==> src/rtl/hline_pkg.sv <==
// Package hline_pkg
// Shared types for the horizontal line timing generator.
// Assumes: one pixel clock domain, outputs decoded combinationally.
package hline_pkg;

    // Decoded per-clock timing flags
    typedef struct packed {
        logic sync;
        logic stb;
        logic vis;
    } line_flags_t;

endpackage

==> src/rtl/hline_counter.sv <==
// Module hline_counter
// Free-running line position counter: 0 .. LINE_LEN-1, then back to 0.
// Assumes: synchronous active-low reset, LINE_LEN <= 2**CNT_W.
module hline_counter #(
    parameter int CNT_W    = 9,
    parameter int LINE_LEN = 300
) (
    input  logic             clk,
    input  logic             rst_n,
    output logic [CNT_W-1:0] cnt
);

    localparam logic [CNT_W-1:0] LAST_V = CNT_W'(LINE_LEN - 1);

    logic [CNT_W-1:0] cnt_q;

    // Step the count each clock and wrap at the end of the line
    always_ff @(posedge clk) begin
        if (!rst_n) begin
            cnt_q <= '0;
        end else if (cnt_q == LAST_V) begin
            cnt_q <= '0;
        end else begin
            cnt_q <= cnt_q + 1'b1;
        end
    end

    assign cnt = cnt_q;

    AST_WRAP_TO_ZERO: assert property (@(posedge clk) disable iff (!rst_n)
        (cnt_q == LAST_V) |=> (cnt_q == '0));
    AST_NEVER_PAST_END: assert property (@(posedge clk) disable iff (!rst_n)
        (cnt_q != LAST_V) |=> (cnt_q != '0));
    AST_RST_CLEARS: assert property (@(posedge clk)
        (!rst_n) |=> (cnt_q == '0));

endmodule

==> src/rtl/hline_window.sv <==
// Module hline_window
// Flags counts in the inclusive range FIRST..LAST.
// The range shape picks the comparator variant.
// Assumes: FIRST <= LAST < 2**CNT_W.
module hline_window #(
    parameter int CNT_W = 9,
    parameter int FIRST = 1,
    parameter int LAST  = 20
) (
    input  logic             clk,
    input  logic             rst_n,
    input  logic [CNT_W-1:0] cnt,
    output logic             hit
);

    localparam logic [CNT_W-1:0] FIRST_V = CNT_W'(FIRST);
    localparam logic [CNT_W-1:0] LAST_V  = CNT_W'(LAST);

    generate
        if (FIRST == LAST) begin : g_point
            // Single-count strobe: equality compare
            always_comb hit = (cnt == FIRST_V);
        end else if (FIRST == 0) begin : g_from_zero
            // Range starting at zero: upper bound only
            always_comb hit = (cnt <= LAST_V);
        end else begin : g_range
            // General range: both bounds
            always_comb hit = (cnt >= FIRST_V) && (cnt <= LAST_V);
        end
    endgenerate

    AST_WIN_ENTRY: assert property (@(posedge clk) disable iff (!rst_n)
        $rose(hit) |-> (cnt == FIRST_V));
    AST_WIN_EXIT: assert property (@(posedge clk) disable iff (!rst_n)
        $fell(hit) |-> ($past(cnt) == LAST_V));

endmodule

==> src/rtl/hline_timing.sv <==
// Module hline_timing
// Top of the horizontal line timing generator.
// Combines the line counter with three window decoders and exposes the
// pixel address as the low counter bits.
// Assumes: 10 MHz pixel clock, synchronous active-low reset.
module hline_timing #(
    parameter int CNT_W      = 9,
    parameter int ADDR_W     = 7,
    parameter int LINE_LEN   = 300,
    parameter int SYNC_FIRST = 1,
    parameter int SYNC_LAST  = 20,
    parameter int STB_AT     = 6,
    parameter int VIS_FIRST  = 128
) (
    input  logic              clk,
    input  logic              rst_n,
    output logic              line_sync,
    output logic              vadv_stb,
    output logic              vis_win,
    output logic [ADDR_W-1:0] pix_addr
);
    import hline_pkg::*;

    localparam int VIS_LAST = VIS_FIRST + (2 ** ADDR_W) - 1;

    logic [CNT_W-1:0] cnt;
    line_flags_t      flags;

    hline_counter #(.CNT_W(CNT_W), .LINE_LEN(LINE_LEN)) u_cnt (
        .clk(clk), .rst_n(rst_n), .cnt(cnt)
    );

    hline_window #(.CNT_W(CNT_W), .FIRST(SYNC_FIRST), .LAST(SYNC_LAST)) u_sync (
        .clk(clk), .rst_n(rst_n), .cnt(cnt), .hit(flags.sync)
    );

    hline_window #(.CNT_W(CNT_W), .FIRST(STB_AT), .LAST(STB_AT)) u_stb (
        .clk(clk), .rst_n(rst_n), .cnt(cnt), .hit(flags.stb)
    );

    hline_window #(.CNT_W(CNT_W), .FIRST(VIS_FIRST), .LAST(VIS_LAST)) u_vis (
        .clk(clk), .rst_n(rst_n), .cnt(cnt), .hit(flags.vis)
    );

    // Drive the ports from the decoded flags and the low count bits
    always_comb begin
        line_sync = flags.sync;
        vadv_stb  = flags.stb;
        vis_win   = flags.vis;
        pix_addr  = cnt[ADDR_W-1:0];
    end

    AST_STB_SINGLE: assert property (@(posedge clk) disable iff (!rst_n)
        vadv_stb |=> !vadv_stb);
    AST_STB_IN_SYNC: assert property (@(posedge clk) disable iff (!rst_n)
        vadv_stb |-> line_sync);
    AST_ADDR_AT_OPEN: assert property (@(posedge clk) disable iff (!rst_n)
        $rose(vis_win) |-> (pix_addr == '0));
    AST_ADDR_AT_CLOSE: assert property (@(posedge clk) disable iff (!rst_n)
        $fell(vis_win) |-> ($past(pix_addr) == '1));

endmodule

==> config.mk <==
export PLATFORM = sky130hd
export DESIGN_NAME = hline_timing
export DESIGN_NICKNAME = d
export VERILOG_FILES = /design/src/rtl/hline_pkg.sv /design/src/rtl/hline_counter.sv /design/src/rtl/hline_window.sv /design/src/rtl/hline_timing.sv
export SDC_FILE = /design/constraint.sdc
export NUM_CORES = 1
export LEC_CHECK = 0
export ABC_AREA = 1
export ABC_CLOCK_PERIOD_IN_PS = 3200
export BUFFER_PORTS_ARGS = -buffer_cell sky130_fd_sc_hd__buf_2
export CORE_ASPECT_RATIO = 1.25
export CORE_MARGIN = 2
export CORE_UTILIZATION = 25
export DETAILED_ROUTE_END_ITERATION = 12
export PLACE_DENSITY = 0.38
export SLEW_MARGIN = 20
export SYNTH_ARGS = -nofsm -noshare
export SYNTH_HDL_FRONTEND = slang
export SYNTH_SLANG_ARGS = --single-unit
==> constraint.sdc <==
create_clock -name clk -period 3.2 [get_ports clk]
set_input_delay 0.8 -clock clk [delete_from_list [all_inputs] [get_ports clk]]
set_output_delay 0.8 -clock clk [all_outputs]
set_load 0.02 [all_outputs]
==> flow_summary_export.csv <==
group,metric,value,unit
status,result_of_the_run,"completed",
worst_setup_path,critical_path.slowest_cell,"sky130_fd_sc_hd__dfxtp_1",
sta,rsz_0062_raised_after_global_routing,"false",
worst_setup_path,start_kind,"flip-flop",
hold_path,timing.hold.worst_path_depth,1,
final_layout,proportion_of_layout_cells_with_a_drive_suffix_above_1,25.3,%
drt,route.vias.total,521,
sta,setup_tns,0,ns
synth,syn_avg_cell_area,7.07,µm²
clock_tree,cts.repair_timing.setup_buffer_count,0,
clock_tree,insertion_delay_to_the_later_sink_of_the_worst_skew_pair,0.26,ns
clock_tree,hold_buffers,0,
worst_setup_path,cp_cell_sequence,"ha_1, nand2_1, inv_1, nand4_1, nor2_1, ha_1, inv_1, a21oi_1, buf_2",
final_layout,diodes,0,
sta,setup_viol,0,
drt,drt_first_pass_iters,4,
final_layout,finalNetCount,102,
synth,synth_top_family_by_area,"simple AND/OR/NAND/NOR gates",
synth,list_of_most_frequent_post_synthesis_cells,"sky130_fd_sc_hd__nor2_1 (18), sky130_fd_sc_hd__nand2_1 (15), sky130_fd_sc_hd__inv_1 (12)",
placed_design,port-buffer-count,11,
drt,vias_per_cell,4.07,
clock_tree,cts_num_sinks,9,
worst_setup_path,critical-path-top-delay-family,"flip-flops",
floorplanning,die-width,48.6,µm
drt,drcViolationCount,0,
sta,post-route-period-util,83.2,%
global_routing,antenna_found_initial,0,
placed_design,dp.final_hpwl,939,µm
hold_path,hp-class,"reg2reg",
synth,synth_most_common_cell,"sky130_fd_sc_hd__nor2_1",
synth,synth.top_cell.area_share,29.0,%
final_layout,largest_registers,"u_cnt.cnt x9",
synth,syn-cell-area,622,µm²
sta,worst_slew_pin_slew,0.312,ns
worst_setup_path,endpoint_kind,"output pin",
worst_setup_path,r2r-start,"u_cnt.cnt[0]$_SDFF_PP0_",
sta,layout_setup_ws,0.536,ns
worst_setup_path,timing.critical_path.depth,9,
hold_path,worst_hold_startpoint,"u_cnt.cnt[0]$_SDFF_PP0_",
worst_setup_path,timing.critical_path.fanout_max,6,
synth,synth_top_cell_by_area,"sky130_fd_sc_hd__dfxtp_1",
sta,timing.final.crit_period,2.66,ns
flow_run,max_cap_viols,0,
synth,ys_dominant_reg_cell,"sky130_fd_sc_hd__dfxtp_1",
drt,number_of_nets_with_antenna_violations_after_detailed_routing,0,
sta,fin_skew,0.000812,ns
drt,wl_per_cell,9.62,µm
global_routing,grt_usage,9.27,%
sta,relSlewSlack,79.1,%
clock_tree,htreeDepth,1,
drt,wirelength,1230,µm
sta,maxClockFrequency,375,MHz
clock_tree,cts-root-to-sink-buffers,2,
clock_tree,cts_buffers,3,
synth,synth_warnings,0,
final_layout,synthToLayoutAreaGrowth,9.46,%
sta,report.final.slew_viol_count,0,
global_routing,grt_max_degree,9,
drt,drt_iter0_drc,11,
floorplanning,placeableCoreArea,2400,µm²
floorplanning,rows,20,
worst_setup_path,setup_cp_type,"reg2out",
placed_design,final_weighted_congestion_of_routability_driven_global_placement,0.682,
floorplanning,dieArea,2900,µm²
clock_tree,resized_after_cts,0,
power_and_ir_drop,power-per-cell-area,351,nW/µm²
synth,yosys.area_share.simple,35.2,%
clock_tree,cts_tree,"yes",
final_layout,largest-register,"u_cnt.cnt",
synth,syn_inst,88,
hold_path,worstHoldEndpoint,"u_cnt.cnt[0]$_SDFF_PP0_",
synth,post_synth_fa_ha_maj_area_fraction,8.05,%
synth,synth_compound_gate_area_share,5.43,%
global_routing,overflow,0,
final_layout,largest_register_ffs,9,
floorplanning,chipHeight,59.8,µm
worst_setup_path,timing.critical_path.required,2.40,ns
clock_tree,cts.reportedPaths.clkPinSlew,0.06,ns
worst_setup_path,r2r-end,"u_cnt.cnt[8]$_SDFF_PP0_",
synth,ys_top_cells_by_area,"sky130_fd_sc_hd__dfxtp_1 (29%), sky130_fd_sc_hd__nor2_1 (11%), sky130_fd_sc_hd__nand2_1 (9.1%), sky130_fd_sc_hd__buf_4 (8.5%), sky130_fd_sc_hd__ha_1 (8.0%)",
worst_setup_path,ff2ff_setup_slack,1.69,ns
power_and_ir_drop,p_leak,0.330,nW
floorplanning,floorplan.io_pins,12,
floorplanning,starting_density_of_the_core,25.9,%
sta,finalHoldViolCount,0,
power_and_ir_drop,totalPowerFinal,0.239,mW
synth,synth.area.mux_share,0,%
worst_setup_path,max_stage_delay,0.45,ns
worst_setup_path,arrival,1.86,ns
synth,seq_cells_post_synth,9,
worst_setup_path,crit_buf_inv,3,
clock_tree,cts-root-buf,"sky130_fd_sc_hd__clkbuf_4",
synth,async_flop_share,0,%
global_routing,first_pass_grt_wire_length,1990,µm
synth,xor_xnor_fraction_of_synth_area,4.23,%
placed_design,dpl_worst_slack,0.809,ns
worst_setup_path,worst-r2r-cell-count,7,
synth,mappedNetlistNets,94,
synth,synth-edff-count,0,
power_and_ir_drop,max-vdd-ir-drop,136,µV
synth,synth-seq-area-share,29.0,%
synth,synthDistinctLibCells,20,
global_routing,grt_pass1_vias,426,
[area by class of cell]
cell class	count	area [µm²]
Tap cell	33	41.3
Timing Repair Buffer	11	55.1
Sequential cell	9	180
Inverter	13	48.8
Fill cell	290	1720
Clock buffer	4	26.3
Multi-Input combinational cell	58	329
[stage by stage]
stage / util [%] / hold WS [ns] / instances / cell area [µm²]
2_1_floorplan: - / 0.466 / 88 / 622
3_3_place_gp: 27.2 / 0.520 / 124 / 654
3_5_place_dp: 27.2 / 0.511 / 124 / 654
4_1_cts: 28.3 / 0.531 / 128 / 681
5_1_grt: 28.3 / 0.541 / 128 / 681
6_report: 28.3 / 0.523 / 128 / 681
[cells in the final DEF, fill, tap and decap left out, drive strengths merged]
master | netlist | routed
dfxtp | 9 | 9
a21oi | 1 | 1
o21bai | 1 | 1
xnor2 | 1 | 1
nor2 | 23 | 23
buf | 8 | 11
ha | 4 | 4
nand2 | 16 | 16
nand4 | 2 | 2
nand3 | 6 | 6
inv | 13 | 13
clkbuf | 0 | 4
o21ai | 2 | 2
xor2 | 2 | 2
[power by group]
group          switching, mW  leakage, nW  internal [mW]  total, mW
logic                 0.0183        0.242         0.0109     0.0292
registers            0.00596       0.0731          0.115      0.121
clock network         0.0402       0.0150         0.0481     0.0883
total                 0.0645        0.330          0.174      0.239
[per-layer routing]
layer / wire (µm) / GRT usage [%]
met5: 0 / 0
met4: 30 / 7.35
met3: 56 / 2.25
met2: 573 / 13.9
met1: 570 / 11.4
[logic make-up after synthesis]
logic type / after synthesis
AOI/OAI and AO/OA: 4
xor gates and xnor gates: 3
adders and majority gates: 4
buffers and inverters: 21
DFF: 9
and+or+nand+nor: 47
[worst max-delay path by stage]
stage / from / to / slack, ns
after floorplan: u_cnt.cnt[0]$_SDFF_PP0_ / vis_win / 0.91
after global placement: u_cnt.cnt[0]$_SDFF_PP0_ / vis_win / 0.83
after detailed placement: u_cnt.cnt[0]$_SDFF_PP0_ / vis_win / 0.81
after CTS: u_cnt.cnt[0]$_SDFF_PP0_ / vis_win / 0.51
after global routing: u_cnt.cnt[0]$_SDFF_PP0_ / vis_win / 0.38
final: u_cnt.cnt[0]$_SDFF_PP0_ / vis_win / 0.54
No activity file was read; power rests on OpenSTA's default activity.
